===== config.mk =====
export PLATFORM = sky130hd
export DESIGN_NAME = gated_clk_divider
export DESIGN_NICKNAME = d
export VERILOG_FILES = /design/src/rtl/ckd_pkg.sv /design/src/rtl/ckd_ctrl_reg.sv /design/src/rtl/ckd_src_mux.sv /design/src/rtl/ckd_phase_gen.sv /design/src/rtl/gated_clk_divider.sv
export SDC_FILE = /design/constraint.sdc
export NUM_CORES = 1
export LEC_CHECK = 0
export ABC_AREA = 0
export BUFFER_PORTS_ARGS = -buffer_cell sky130_fd_sc_hd__buf_2
export CAP_MARGIN = 15
export CELL_PAD_IN_SITES_DETAIL_PLACEMENT = 1
export CELL_PAD_IN_SITES_GLOBAL_PLACEMENT = 1
export CORE_ASPECT_RATIO = 1.2
export CORE_MARGIN = 10
export CORE_UTILIZATION = 35
export CTS_BUF_LIST = sky130_fd_sc_hd__clkbuf_4 sky130_fd_sc_hd__clkbuf_8
export DETAILED_ROUTE_END_ITERATION = 8
export GPL_ROUTABILITY_DRIVEN = 0
export PLACE_DENSITY_LB_ADDON = 0.1
export SYNTH_ARGS = -nofsm -noshare
export SYNTH_HDL_FRONTEND = slang
export SYNTH_SLANG_ARGS = --single-unit

===== constraint.sdc =====
create_clock -name clk -period 2.7 [get_ports clk]
set_clock_uncertainty 0.15 [all_clocks]
set_input_delay 0.54 -clock clk [delete_from_list [all_inputs] [get_ports clk]]
set_output_delay 0.54 -clock clk [all_outputs]
set_load 0.01 [all_outputs]

===== src/rtl/ckd_pkg.sv =====
package ckd_pkg;
  localparam int DIV_W     = 6;
  localparam int CNT_W     = DIV_W + 1;
  localparam int STOP_POS  = 8;
  localparam int MAX_RATIO = 1 << DIV_W;

  function automatic int sel_lsb(input int nsrc);
    return (nsrc == 8) ? 12 : ((nsrc == 4) ? 6 : 0);
  endfunction

  function automatic int sel_width(input int nsrc);
    return (nsrc == 8) ? 3 : ((nsrc == 4) ? 2 : 0);
  endfunction
endpackage


===== src/rtl/ckd_ctrl_reg.sv =====
module ckd_ctrl_reg
  import ckd_pkg::*;
#(
  parameter int NSRC = 8,
  parameter int SELQ = 3
) (
  input  logic                clk,
  input  logic                rst,
  input  logic                wr_en,
  input  logic [31:0]         wr_data,
  output logic [DIV_W-1:0]    cfg_div,
  output logic                cfg_stop,
  output logic [SELQ-1:0]     cfg_sel,
  output logic [31:0]         rd_data
);
  localparam int SEL_W   = sel_width(NSRC);
  localparam int SEL_LSB = sel_lsb(NSRC);

  logic unused_wr;
  assign unused_wr = ^wr_data;

  always_ff @(posedge clk) begin
    if (rst) begin
      cfg_div  <= '0;
      cfg_stop <= 1'b1;
    end else if (wr_en) begin
      cfg_div  <= wr_data[DIV_W-1:0];
      cfg_stop <= wr_data[STOP_POS];
    end
  end

  generate
    if (SEL_W > 0) begin : g_sel
      always_ff @(posedge clk) begin
        if (rst)        cfg_sel <= '0;
        else if (wr_en) cfg_sel <= wr_data[SEL_LSB +: SEL_W];
      end
      always_comb begin
        rd_data                       = '0;
        rd_data[DIV_W-1:0]            = cfg_div;
        rd_data[STOP_POS]             = cfg_stop;
        rd_data[SEL_LSB +: SEL_W]     = cfg_sel;
      end
    end else begin : g_fixed
      assign cfg_sel = '0;
      always_comb begin
        rd_data            = '0;
        rd_data[DIV_W-1:0] = cfg_div;
        rd_data[STOP_POS]  = cfg_stop;
      end
    end
  endgenerate

  AST_REG_HOLD: assert property (@(posedge clk) disable iff (rst) !wr_en |=> $stable(rd_data));
endmodule


===== src/rtl/ckd_src_mux.sv =====
module ckd_src_mux #(
  parameter int NSRC = 8,
  parameter int SELQ = 3
) (
  input  logic [NSRC-1:0] src_tick,
  input  logic [SELQ-1:0] sel,
  output logic            tick
);
  generate
    if (NSRC > 1) begin : g_mux
      assign tick = src_tick[sel];
    end else begin : g_single
      logic unused_sel;
      assign unused_sel = ^sel;
      assign tick = src_tick[0];
    end
  endgenerate
endmodule


===== src/rtl/ckd_phase_gen.sv =====
module ckd_phase_gen
  import ckd_pkg::*;
#(
  parameter int SELQ = 3
) (
  input  logic             clk,
  input  logic             rst,
  input  logic             tick,
  input  logic [DIV_W-1:0] cfg_div,
  input  logic             cfg_stop,
  input  logic [SELQ-1:0]  cfg_sel,
  output logic [SELQ-1:0]  act_sel,
  output logic             running,
  output logic             clk_out
);
  logic [DIV_W-1:0] act_div;
  logic [CNT_W-1:0] cnt;
  logic [CNT_W-1:0] cnt_nx;
  logic [CNT_W-1:0] last_idx;
  logic [CNT_W-1:0] high_len;
  logic             boundary;

  always_comb begin
    last_idx = {act_div, 1'b1};
    cnt_nx   = cnt + 1'b1;
    if (act_div == '0)    high_len = 1;
    else if (act_div[0])  high_len = {1'b0, act_div} + 1'b1;
    else                  high_len = {1'b0, act_div};
    boundary = !running || (cnt == last_idx);
  end

  always_ff @(posedge clk) begin
    if (rst) begin
      running <= 1'b0;
      cnt     <= '0;
      act_div <= '0;
      act_sel <= '0;
      clk_out <= 1'b0;
    end else if (tick) begin
      if (boundary) begin
        cnt <= '0;
        if (cfg_stop) begin
          running <= 1'b0;
          clk_out <= 1'b0;
        end else begin
          running <= 1'b1;
          act_div <= cfg_div;
          act_sel <= cfg_sel;
          clk_out <= 1'b1;
        end
      end else begin
        cnt     <= cnt_nx;
        clk_out <= (cnt_nx < high_len);
      end
    end
  end

  logic [CNT_W:0] hi_run;
  always_ff @(posedge clk) begin
    if (rst || !clk_out) hi_run <= '0;
    else if (tick)       hi_run <= hi_run + 1'b1;
  end

  AST_EDGE_ALIGNED: assert property (@(posedge clk) disable iff (rst) !$stable(clk_out) |-> $past(tick));
  AST_START_NEEDS_RUN: assert property (@(posedge clk) disable iff (rst) $rose(clk_out) |-> $past(!cfg_stop));
  AST_RATIO_AT_BOUNDARY: assert property (@(posedge clk) disable iff (rst) !$stable(act_div) |-> (cnt == '0 && clk_out));
  AST_HIGH_MAX: assert property (@(posedge clk) disable iff (rst) hi_run <= (CNT_W+1)'(MAX_RATIO));
endmodule


===== src/rtl/gated_clk_divider.sv =====
module gated_clk_divider
  import ckd_pkg::*;
#(
  parameter int NSRC = 8
) (
  input  logic            clk,
  input  logic            rst,
  input  logic            wr_en,
  input  logic [31:0]     wr_data,
  output logic [31:0]     rd_data,
  input  logic [NSRC-1:0] src_tick,
  output logic            clk_out,
  output logic            enabled
);
  localparam int SEL_W = sel_width(NSRC);
  localparam int SELQ  = (SEL_W == 0) ? 1 : SEL_W;

  logic [DIV_W-1:0] cfg_div;
  logic             cfg_stop;
  logic [SELQ-1:0]  cfg_sel;
  logic [SELQ-1:0]  act_sel;
  logic [SELQ-1:0]  mux_sel;
  logic             running;
  logic             tick;

  ckd_ctrl_reg #(.NSRC(NSRC), .SELQ(SELQ)) u_reg (
    .clk(clk), .rst(rst), .wr_en(wr_en), .wr_data(wr_data),
    .cfg_div(cfg_div), .cfg_stop(cfg_stop), .cfg_sel(cfg_sel), .rd_data(rd_data)
  );

  assign mux_sel = running ? act_sel : cfg_sel;

  ckd_src_mux #(.NSRC(NSRC), .SELQ(SELQ)) u_mux (
    .src_tick(src_tick), .sel(mux_sel), .tick(tick)
  );

  ckd_phase_gen #(.SELQ(SELQ)) u_phase (
    .clk(clk), .rst(rst), .tick(tick), .cfg_div(cfg_div), .cfg_stop(cfg_stop),
    .cfg_sel(cfg_sel), .act_sel(act_sel), .running(running), .clk_out(clk_out)
  );

  assign enabled = ~cfg_stop;

  AST_STOPPED_LOW: assert property (@(posedge clk) disable iff (rst) (!running && $past(!running)) |-> !clk_out);
endmodule


* Yosys cells after proc, flatten, opt, wreduce, memory -nomap -nowiden
Index checks and enable logic that the tools add are counted. Widths: inputs -> output; s select.
Word-level totals: latch bits 0, bits in writable memories 0, bits in read-only memories 0, word-level logic and storage cells 27, output and inout bits 34, memories kept 0, flip-flop bits (word level) 28, input bits 43
Operators by class: shifts and indexed selects 0, order comparisons 2, multiplexer cells 8, reductions and logical operators 5, divide/modulo/power cells 0, equality and inequality tests 1, bitwise operators 1, add/subtract/negate cells 2, $mul 0
Operator list (count):
- $mux 7 | 3
- $add 6x1->7 const B | 1
- $add 7x1->7 const B | 1
- $eq 7x7->1 | 1
- $lt 7x7->1 | 1
- $logic_not 6->1 | 1
- $lt 3x4->1 const B | 1
- $bmux 1 s3 | 1
- $mux 1 | 3
- $mux 3 | 1
- $reduce_and 3->1 | 1
- $reduce_and 2->1 | 1
- $logic_not 1->1 | 1
- $logic_or 1x1->1 | 1
- $not 1->1 | 1

* Longest topological paths before layout
Gate-level depths: netlist (run 1).
word-level depth 5, depth in mapped cells 9, mapped depth without buffers 9

* Modules after synthesis
From an unflattened synthesis (run 1), not the netlist that was laid out.
Unflattened totals: cells, all modules 207, area total of the unflattened synthesis 1906.8 µm²
By module, submodules not included:
- ckd_phase_gen | area an instance 1206.2 µm², times used 1, seq. area each 360.3 µm², cells each 135
- ckd_ctrl_reg | area an instance 599.3 µm², times used 1, seq. area each 200.2 µm², cells each 65
- ckd_src_mux | area an instance 63.8 µm², times used 1, seq. area each 0.0 µm², cells each 3
- gated_clk_divider | area an instance 37.5 µm², times used 1, seq. area each 0.0 µm², cells each 4

* Worst setup path before layout (run 1)
No wires, ideal clock.
path type register to register, start point register u_phase.cnt[0], end point register u_phase.clk_out, stages on the path, launching flop included 10, slack 683 ps, setup time 72 ps, required time 2478 ps, period minus slack after synthesis 2017 ps, data arrival time 1795 ps, buffers on the path 0, cells stage by stage dfxtp_1 -> ha_1 -> nand3_1 -> nor2_1 -> xor2_1 -> ha_1 -> a211oi_1 -> o21ai_0 -> nor3_1 -> o2bb2ai_1
On the way: cells in the longest elaborated chain, start to end 3, elaborated cells between the ends (all ways) 5, those cells by class 1 x add/sub; 1 x order compare; 1 x eq/ne; 1 x mux; 1 x reduce/logical
Ends and longest elaborated chain:
- from (decl) | line ckd_phase_gen.sv:17 | logic [CNT_W-1:0] cnt;
- from (signal assigned) | line ckd_phase_gen.sv:52 | cnt <= cnt_nx;
- $add 7x1->7 or $eq 7x7->1 (tied branches) | line ckd_phase_gen.sv:25, ckd_phase_gen.sv:29
- $lt 7x7->1 or $logic_or 1x1->1 (tied branches) | line ckd_phase_gen.sv:53, ckd_phase_gen.sv:29
- $mux 1 * | line ckd_phase_gen.sv:40 | if (boundary) begin
- to (signal assigned) | line ckd_phase_gen.sv:53 | clk_out <= (cnt_nx < high_len);
- to (decl) | line ckd_phase_gen.sv:14 | output logic clk_out
Mark *: on every way between the ends. The rest lies on a longest branch, timed or not. A chain may end at the register's enable or synchronous reset.

* Worst setup path in the final report (run 1)
start point register u_phase.cnt[1], end point register u_phase.clk_out
The elaborated chain is that of the path after synthesis.

==> flow_summary.json, run 1 <==
{
  "combPwrFrac_pct": 19.5,
  "ys.flop_type": "dfxtp_1",
  "cts_buffers": 3,
  "power_frac_clock_pct": 35.0,
  "finalCriticalPeriod_ns": 2.42,
  "switching_share_pct": 28.5,
  "hold_path_class": "input port to register",
  "synth.area.mux_share_pct": 8.64,
  "hold_viol_final": 0,
  "leakage_nw": 0.931,
  "synth_compound_area_share_pct": 16.1,
  "layoutNonFillerInstCount": 313,
  "drt-initial-drc-count": 30,
  "critPathMaxFanout": 4,
  "tns_ns": 0,
  "antenna_found_initial": 0,
  "cts-htree-levels": 1,
  "grt_use_total_pct": 11.1,
  "ff_latch_area_um2": 561,
  "r2r_slack_ns": 0.28,
  "postSynthAreaPerCell_um2": 8.48,
  "status": "complete, no violations",
  "ir_drop_uv": 267,
  "die_h_um": 100,
  "clk_pin_slew_worst_paths_ns": 0.11,
  "crit_arrival_ns": 2.50,
  "drc_errors": 0,
  "grt_pass1_vias": 1664,
  "drt_pre_antenna_iters": 4,
  "synth-xor-area-share_pct": 6.98,
  "grt_pass1_wl_mm": 8.05,
  "slew_violations": 0,
  "yosysWarnings": 0,
  "io_pins": 77,
  "postCtsSetupBuffers": 0,
  "yosys.area_share.simple_pct": 18.8,
  "seqPwrFrac_pct": 45.5,
  "synth_edf_count": 0,
  "netlist_area_um2": 1880,
  "layout-drive-gt1-share_pct": 19.5,
  "rows": 29,
  "fmax_mhz": 412,
  "intPower_mw": 0.708,
  "clockBufferDepth": 2,
  "detail_route.vias_per_cell": 4.98,
  "cts_sinks": 28,
  "power_density_nw_per_um2": 477,
  "rsz0062_at_grt": "no",
  "worstSetupStartpointType": "register",
  "dieArea_um2": 8720,
  "yosys_register_bits": 28,
  "finalSetupViolations": 0,
  "cts_hold_buf": 0,
  "worstPathRequired_ns": 2.78,
  "num_vias": 1559,
  "wirelength_mm": 4.84,
  "coreArea_um2": 5260,
  "cts.repair.resized": 0,
  "clockRootBuffer": "clkbuf_8",
  "ant_nets": 0,
  "p_sw_mw": 0.282,
  "dp.cells": 309,
  "grt_max_degree": 26,
  "synth_top_family_by_area": "simple AND/OR/NAND/NOR gates",
  "seq_area_frac_synth_pct": 29.8,
  "wl_per_cell_um": 15.5,
  "grt-ovfl-total": 0,
  "worstSetupEndpointType": "register",
  "die_w_um": 86.9,
  "multi_input_area_um2": 1150,
  "initial_core_util_pct": 35.8,
  "final_nets": 304,
  "crit_type": "register to register",
  "synth_cells": 222,
  "io_buffers": 32,
  "synth-adder-area-share_pct": 5.98,
  "hpwl_mm": 3.70,
  "tritoncts": "yes",
  "antenna_cells": 0,
  "synthToLayoutAreaGrowth_pct": 10.3,
  "fin_crit_sh_pct": 89.8,
  "clkLatencyLatePin_ns": 0.28,
  "nFillCells": 662,
  "synthDistinctLibCells": 39,
  "synth-async-reset-ratio_pct": 0,
  "drv_cap": 0
}
## registers in the layout, summed over array words and instances, names as in the netlist
signal	flops
u_phase.act_sel	3
u_reg.cfg_stop	1
u_reg.cfg_div	6
u_reg.cfg_sel	3
u_phase.running	1
u_phase.clk_out	1
u_phase.cnt	7
u_phase.act_div	6
## cell families after synthesis
logic type | after synthesis
AND/OR/NAND/NOR | 75
AO/OA/AOI/OAI | 39
buffers and inverters | 39
flip-flops | 28
multiplexers | 16
XOR/XNOR | 15
adder cells (fa/ha/maj) | 9
other | 1
## worst max-delay path, stage by stage (launching register included)
cell       delay (ns)
dfxtp_1          0.42
ha_1             0.21
nand3_1          0.14
nor2_1           0.17
xor2_1           0.21
ha_1             0.29
a211oi_1         0.24
o21ai_0          0.12
nor3_1           0.27
o2bb2ai_1        0.15
## per-layer routing
layer  track usage [%]  wire length (µm)  vias up
li1                  -                 -      778
met2              18.5              2310       37
met1              13.2              2200      742
met5                 0                 0        -
met3              3.32               299        2
met4              3.00                34        0
## synthesized netlist by cell type, types with 6 or more instances
cell / n / share of area [%]
a31o_1: 7 / 3.3
nor2_1: 20 / 4.0
ha_1: 9 / 6.0
dfxtp_1: 28 / 30
xnor2_1: 8 / 3.7
nor2b_1: 6 / 2.0
xor2_1: 7 / 3.3
nand2_1: 25 / 5.0
mux2i_1: 14 / 7.4
buf_4: 24 / 9.6
a21oi_1: 16 / 4.3
## power groups by stage
stage / sequential [mW] / clock (mW) / combinational (mW)
6_report: 0.450 / 0.347 / 0.193
5_1_grt: 0.454 / 0.370 / 0.216
4_1_cts: 0.451 / 0.357 / 0.194
3_5_place_dp: 0.461 / 0 / 0.194
3_3_place_gp: 0.460 / 0 / 0.193
2_1_floorplan: 0.455 / 0 / 0.168
## area by class of cell
type                            instances  area share (%)
Tap cell                               62            3.74
Timing Repair Buffer                   37            9.52
Clock inverter                          1            1.45
Clock buffer                            3            1.99
Multi-Input combinational cell        176            55.2
Sequential cell                        28            27.0
Inverter                                6            1.08
## placed cells by master (no fill, tap or decap), drive strengths merged, types with 6 or more instances in the layout
cell | Yosys | final
nor2 | 20 | 20
dfxtp | 28 | 28
xnor2 | 8 | 8
xor2 | 7 | 7
mux2i | 14 | 14
conb | 1 | 22
nand2 | 25 | 25
nor2b | 6 | 6
a21oi | 16 | 16
ha | 9 | 9
buf | 30 | 37
a31o | 7 | 7
## per-stage QoR
stage	util, %	instance area, µm²	hold slack [ns]	worst slack, ns	power [mW]
6_report	39.5	2080	0.326	0.276	0.990
4_1_cts	39.5	2080	0.319	0.243	1.00
2_1_floorplan	-	1960	0.332	0.683	0.623
3_5_place_dp	38.1	2000	0.341	0.275	0.654
3_3_place_gp	38.1	2000	0.343	0.302	0.653
5_1_grt	39.5	2080	0.340	0.0950	1.04
## path summary, 6_finish.rpt
kind / depth (start not counted) / startpoint / to
hold / removal: 3 / wr_data[8] / u_reg.cfg_stop
setup reg to reg: 9 / u_phase.cnt[1] / u_phase.clk_out
setup / recovery: 9 / u_phase.cnt[1] / u_phase.clk_out
hold reg to reg: 2 / u_reg.cfg_div[0] / u_phase.act_div[0]
No activity file was read; power rests on OpenSTA's default activity.
==> run 2, diff against run 1 <==
CORE_UTILIZATION = 36   (was 35)
==> run 2 against run 1 <==
Compared with the run above: core utilization grew 1.6 points; first-iteration DRC count grew 57%; register-to-register slack gained 0.05 ns; critical path type unchanged; sequential power is essentially flat; global-route usage shrank 0.61 points; maximum frequency grew 2.1%; design area shrank 0.84%; count of clock-buffer cells in the layout is the same.
==> flow_summary.json, run 2 (same netlist as run 1, synthesis figures left out) <==
{
  "status": "complete, no violations",
  "grt_pass1_wl_mm": 7.61,
  "nFillCells": 651,
  "crit_arrival_ns": 2.44,
  "combPwrFrac_pct": 19.3,
  "holdWs_ns": 0.321,
  "reg_top3": "u_phase.cnt: 7 flops, u_phase.act_div: 6 flops, u_reg.cfg_div: 6 flops",
  "worstSetupEndpointType": "register",
  "wl_met2_mm": 2.14,
  "cts.repair.resized": 0,
  "initial_core_util_pct": 37.6,
  "p_sw_mw": 0.273,
  "grt_use_total_pct": 10.4,
  "antenna_found_initial": 0,
  "ant_nets": 0,
  "grt-ovfl-total": 0,
  "grt_max_degree": 26,
  "hold_path_class": "input port to register",
  "wl_met3_um": 279,
  "crit_chain": "ha_1, nand3_1, nor2_1, xor2_1, ha_1, a211oi_1, o21ai_0, nor3_1, o2bb2ai_1",
  "tritoncts": "yes",
  "drv_cap": 0,
  "leakage_nw": 0.921,
  "clkLatencyLatePin_ns": 0.28,
  "cts-htree-levels": 1,
  "layout-drive-gt1-share_pct": 18.9,
  "rows": 28,
  "seqPwrFrac_pct": 46.0,
  "hold_viol_final": 0,
  "intPower_mw": 0.705,
  "cts_buffers": 3,
  "finalSetupViolations": 0,
  "postCtsSetupBuffers": 0,
  "dieArea_um2": 8530,
  "wirelength_mm": 4.67,
  "final_nets": 302,
  "crit_type": "register to register",
  "top_register": "u_phase.cnt",
  "cp_slowest_stage_delay_ns": 0.42,
  "synthToLayoutAreaGrowth_pct": 9.37,
  "power_frac_clock_pct": 34.7,
  "fin_crit_sh_pct": 87.9,
  "drt-initial-drc-count": 47,
  "ff_latch_area_um2": 561,
  "worstSetupStartpointType": "register",
  "multi_input_area_um2": 1150,
  "detail_route.vias_per_cell": 4.96,
  "ir_drop_uv": 207,
  "final_common_cell": "buf_2",
  "largest_register_ffs": 7,
  "die_w_um": 86,
  "tns_ns": 0,
  "die_h_um": 99.2,
  "rsz0062_at_grt": "no",
  "slowest_stage": "dfxtp_1",
  "highest_layer": "met4",
  "finalCriticalPeriod_ns": 2.37,
  "clk_pin_slew_worst_paths_ns": 0.11,
  "antenna_cells": 0,
  "drt_pre_antenna_iters": 4,
  "coreArea_um2": 5010,
  "fmax_mhz": 421,
  "io_pins": 77,
  "power_density_nw_per_um2": 475,
  "critPathMaxFanout": 4,
  "hpwl_mm": 3.58,
  "wl_per_cell_um": 15.1,
  "clockBufferDepth": 2,
  "slew_violations": 0,
  "critical_path.top_delay_family": "compound AO/OA/AOI/OAI gates",
  "cts_sinks": 28,
  "switching_share_pct": 27.9,
  "cpMostUsedCell": "ha_1",
  "grt_pass1_vias": 1554,
  "worstPathRequired_ns": 2.77,
  "path_buf_inv": 0,
  "cts_hold_buf": 0,
  "drt-met1-wl_mm": 2.21,
  "num_vias": 1534,
  "io_buffers": 32,
  "layout_common_cells": "buf_2, dfxtp_1, nand2_1",
  "drc_errors": 0,
  "clockRootBuffer": "clkbuf_8"
}
## run 2: changes by cell type in the layout (fill, tap and decap cells not counted), sizes merged
cell,before,now
buf,37,35
## run 2: worst min-delay path: stages
cell and delay (ns):
buf_2 0.08, nand2_1 0.04, o211ai_1 0.06
## run 2: power groups by stage
stage	clock, mW	sequential [mW]	combinational (mW)
4_1_cts	0.349	0.451	0.191
6_report	0.339	0.450	0.189
3_3_place_gp	0	0.460	0.189
3_5_place_dp	0	0.460	0.190
2_1_floorplan	0	0.455	0.168
5_1_grt	0.361	0.454	0.213
## run 2: worst paths after layout
check | start | to | slack [ns] | depth (start not counted)
worst min-delay path | wr_data[8] | u_reg.cfg_stop | 0.32 | 3
worst max-delay path | u_phase.cnt[1] | u_phase.clk_out | 0.33 | 9
worst max register to register | u_phase.cnt[1] | u_phase.clk_out | 0.33 | 9
worst min register to register | u_reg.cfg_div[4] | u_phase.act_div[4] | 0.36 | 1
## run 2: per-stage QoR
stage,worst slack (ns),instance area [µm²],utilization (%),power [mW],std cells
final,0.326,2060,41.1,0.978,309
after global routing,0.116,2060,41.1,1.03,309
after CTS,0.300,2060,41.1,0.991,309
after detailed placement,0.349,1990,39.7,0.650,305
after global placement,0.373,1990,39.7,0.649,305
after floorplan,0.683,1960,-,0.623,243
## run 2: metal layers
layer,vias to the layer above,GRT usage (%)
li1,771,-
met1,721,13.2
met2,38,17.0
met3,4,2.86
met4,0,2.66
met5,-,0
## run 2: final cells by class
type                    instances  share of cell area (%)
repair buffers                 35                    8.88
clock inverters                 1                    1.46
inverters                       6                    1.09
well taps                      60                    3.65
clock buffers                   3                    2.01
multi-input cells             176                    55.7
flip-flops and latches         28                    27.2
==> run 3, diff against run 2 <==
GPL_TIMING_DRIVEN = 0   (was unset)
==> run 3 against run 2 <==
Compared with the run above: maximum frequency grew 1.4%; routed wire length grew 7.7%; cell count grew 9.7%; global-route usage grew 1.1 points; sequential power shrank 1%; design area grew 10%; die area is the same; critical endpoint unchanged; via count grew 7.8%; sequential share of layout area shrank 2.5 points; sequential cell count is the same.
==> flow_summary.json, run 3 (same netlist as run 1, synthesis figures left out) <==
{
  "status": "complete, no violations",
  "num_vias": 1654,
  "setup_ws_ns": 0.359,
  "cts.repair.resized": 0,
  "combPwrFrac_pct": 23.2,
  "cts_sinks": 28,
  "drv_cap": 0,
  "power_density_nw_per_um2": 451,
  "grt_pass1_wl_mm": 8.30,
  "final_common_cell": "buf_2",
  "antenna_cells": 0,
  "power_frac_clock_pct": 33.2,
  "die_w_um": 86,
  "drc_errors": 0,
  "critPathMaxFanout": 5,
  "drt_pre_antenna_iters": 4,
  "wl_per_cell_um": 14.8,
  "tns_ns": 0,
  "seqPwrFrac_pct": 43.5,
  "fmax_mhz": 427,
  "hpwl_mm": 3.98,
  "critical_path.top_delay_family": "compound AO/OA/AOI/OAI gates",
  "p_sw_mw": 0.287,
  "rsz0062_at_grt": "no",
  "worstSetupEndpointType": "register",
  "path_buf_inv": 0,
  "crit_arrival_ns": 2.41,
  "multi_input_area_um2": 1150,
  "layout-drive-gt1-share_pct": 25.8,
  "coreArea_um2": 5010,
  "finalCriticalPeriod_ns": 2.34,
  "cpMostUsedCell": "ha_1",
  "antenna_found_initial": 0,
  "die_h_um": 99.2,
  "final_nets": 332,
  "worstSetupStartpointType": "register",
  "clockBufferDepth": 2,
  "synthToLayoutAreaGrowth_pct": 20.5,
  "ir_drop_uv": 236,
  "top_register": "u_phase.cnt",
  "leakage_nw": 1.06,
  "ff_latch_area_um2": 561,
  "cp_slowest_stage_delay_ns": 0.43,
  "slowest_stage": "dfxtp_1",
  "hold_viol_final": 0,
  "dieArea_um2": 8530,
  "tritoncts": "yes",
  "crit_chain": "ha_1, nand3_1, nor2_1, xor2_1, ha_1, a211oi_1, o21ai_0, nor3_1, o2bb2ai_1",
  "clockRootBuffer": "clkbuf_8",
  "grt_use_total_pct": 11.6,
  "clkLatencyLatePin_ns": 0.28,
  "fin_crit_sh_pct": 86.7,
  "wirelength_mm": 5.03,
  "slew_violations": 0,
  "intPower_mw": 0.736,
  "io_pins": 77,
  "ant_nets": 0,
  "grt-ovfl-total": 0,
  "worstMarginPinSlew_ns": 0.717,
  "hold_path_class": "input port to register",
  "cts-htree-levels": 1,
  "grt_max_degree": 17,
  "finalSetupViolations": 0,
  "drt-initial-drc-count": 44,
  "slew_headroom_pct": 52.2,
  "largest_register_ffs": 7,
  "postCtsSetupBuffers": 0,
  "detail_route.vias_per_cell": 4.88,
  "cts_buffers": 3,
  "io_buffers": 32,
  "nFillCells": 642,
  "worstPathRequired_ns": 2.77,
  "reg_top3": "u_phase.cnt: 7 flops, u_phase.act_div: 6 flops, u_reg.cfg_div: 6 flops",
  "switching_share_pct": 28.0,
  "clk_pin_slew_worst_paths_ns": 0.10,
  "layout_common_cells": "buf_2, dfxtp_1, nand2_1",
  "cts_hold_buf": 0,
  "preCtsSetupSlack_ns": 0.374,
  "initial_core_util_pct": 37.6,
  "grt_pass1_vias": 1675,
  "crit_type": "register to register",
  "rows": 28
}
run 3: cell count changes in the layout (fill, tap and decap cells not counted), sizes merged:
cell / previous run / this run
clkbuf: 3 / 6
buf: 35 / 62
run 3: cell type report:
class	instances	area share [%]
multi-input cells	176	50.6
flip-flops and latches	28	24.7
plain buffers	33	10.2
repair buffers	32	7.06
well taps	60	3.31
clock buffers	3	1.82
clock inverters	1	1.32
inverters	6	0.993
run 3: power by group through the flow:
stage | Sequential, mW | Clock [mW] | Combinational (mW)
6_report | 0.445 | 0.340 | 0.237
3_5_place_dp | 0.455 | 0 | 0.237
3_3_place_gp | 0.455 | 0 | 0.235
5_1_grt | 0.449 | 0.369 | 0.264
4_1_cts | 0.446 | 0.349 | 0.239
2_1_floorplan | 0.455 | 0 | 0.168
run 3: worst paths after layout:
path	from	to	slack, ns	depth (start not counted)
worst max-delay path	u_phase.cnt[0]	u_phase.clk_out	0.36	9
worst min-delay path	wr_data[8]	u_reg.cfg_stop	0.33	3
worst max register to register	u_phase.cnt[0]	u_phase.clk_out	0.36	9
worst min register to register	u_reg.cfg_div[4]	u_phase.act_div[4]	0.36	1
run 3: layer usage:
layer,wire (µm),up-vias,global-route usage [%]
li1,-,834,-
met1,2180,771,14.0
met2,2490,45,19.7
met3,315,4,3.18
met4,39,0,2.66
met5,0,-,0
run 3: per-stage QoR:
stage / area (µm²) / instances / power, mW / hold WS (ns) / utilization (%)
floorplan: 1960 / 243 / 0.623 / 0.332 / -
global placement: 2200 / 335 / 0.690 / 0.337 / 43.8
detailed placement: 2200 / 335 / 0.692 / 0.345 / 43.8
CTS: 2270 / 339 / 1.03 / 0.328 / 45.3
global route: 2270 / 339 / 1.08 / 0.341 / 45.3
finish: 2270 / 339 / 1.02 / 0.326 / 45.3
run 3: worst reg2reg max path: cells and delay by family, from the launching register on:
family	cells	cell delay, ns
compound gates	3	0.52
fa+ha+maj	2	0.51
simple gates	3	0.45
flops	1	0.43
xor+xnor	1	0.22
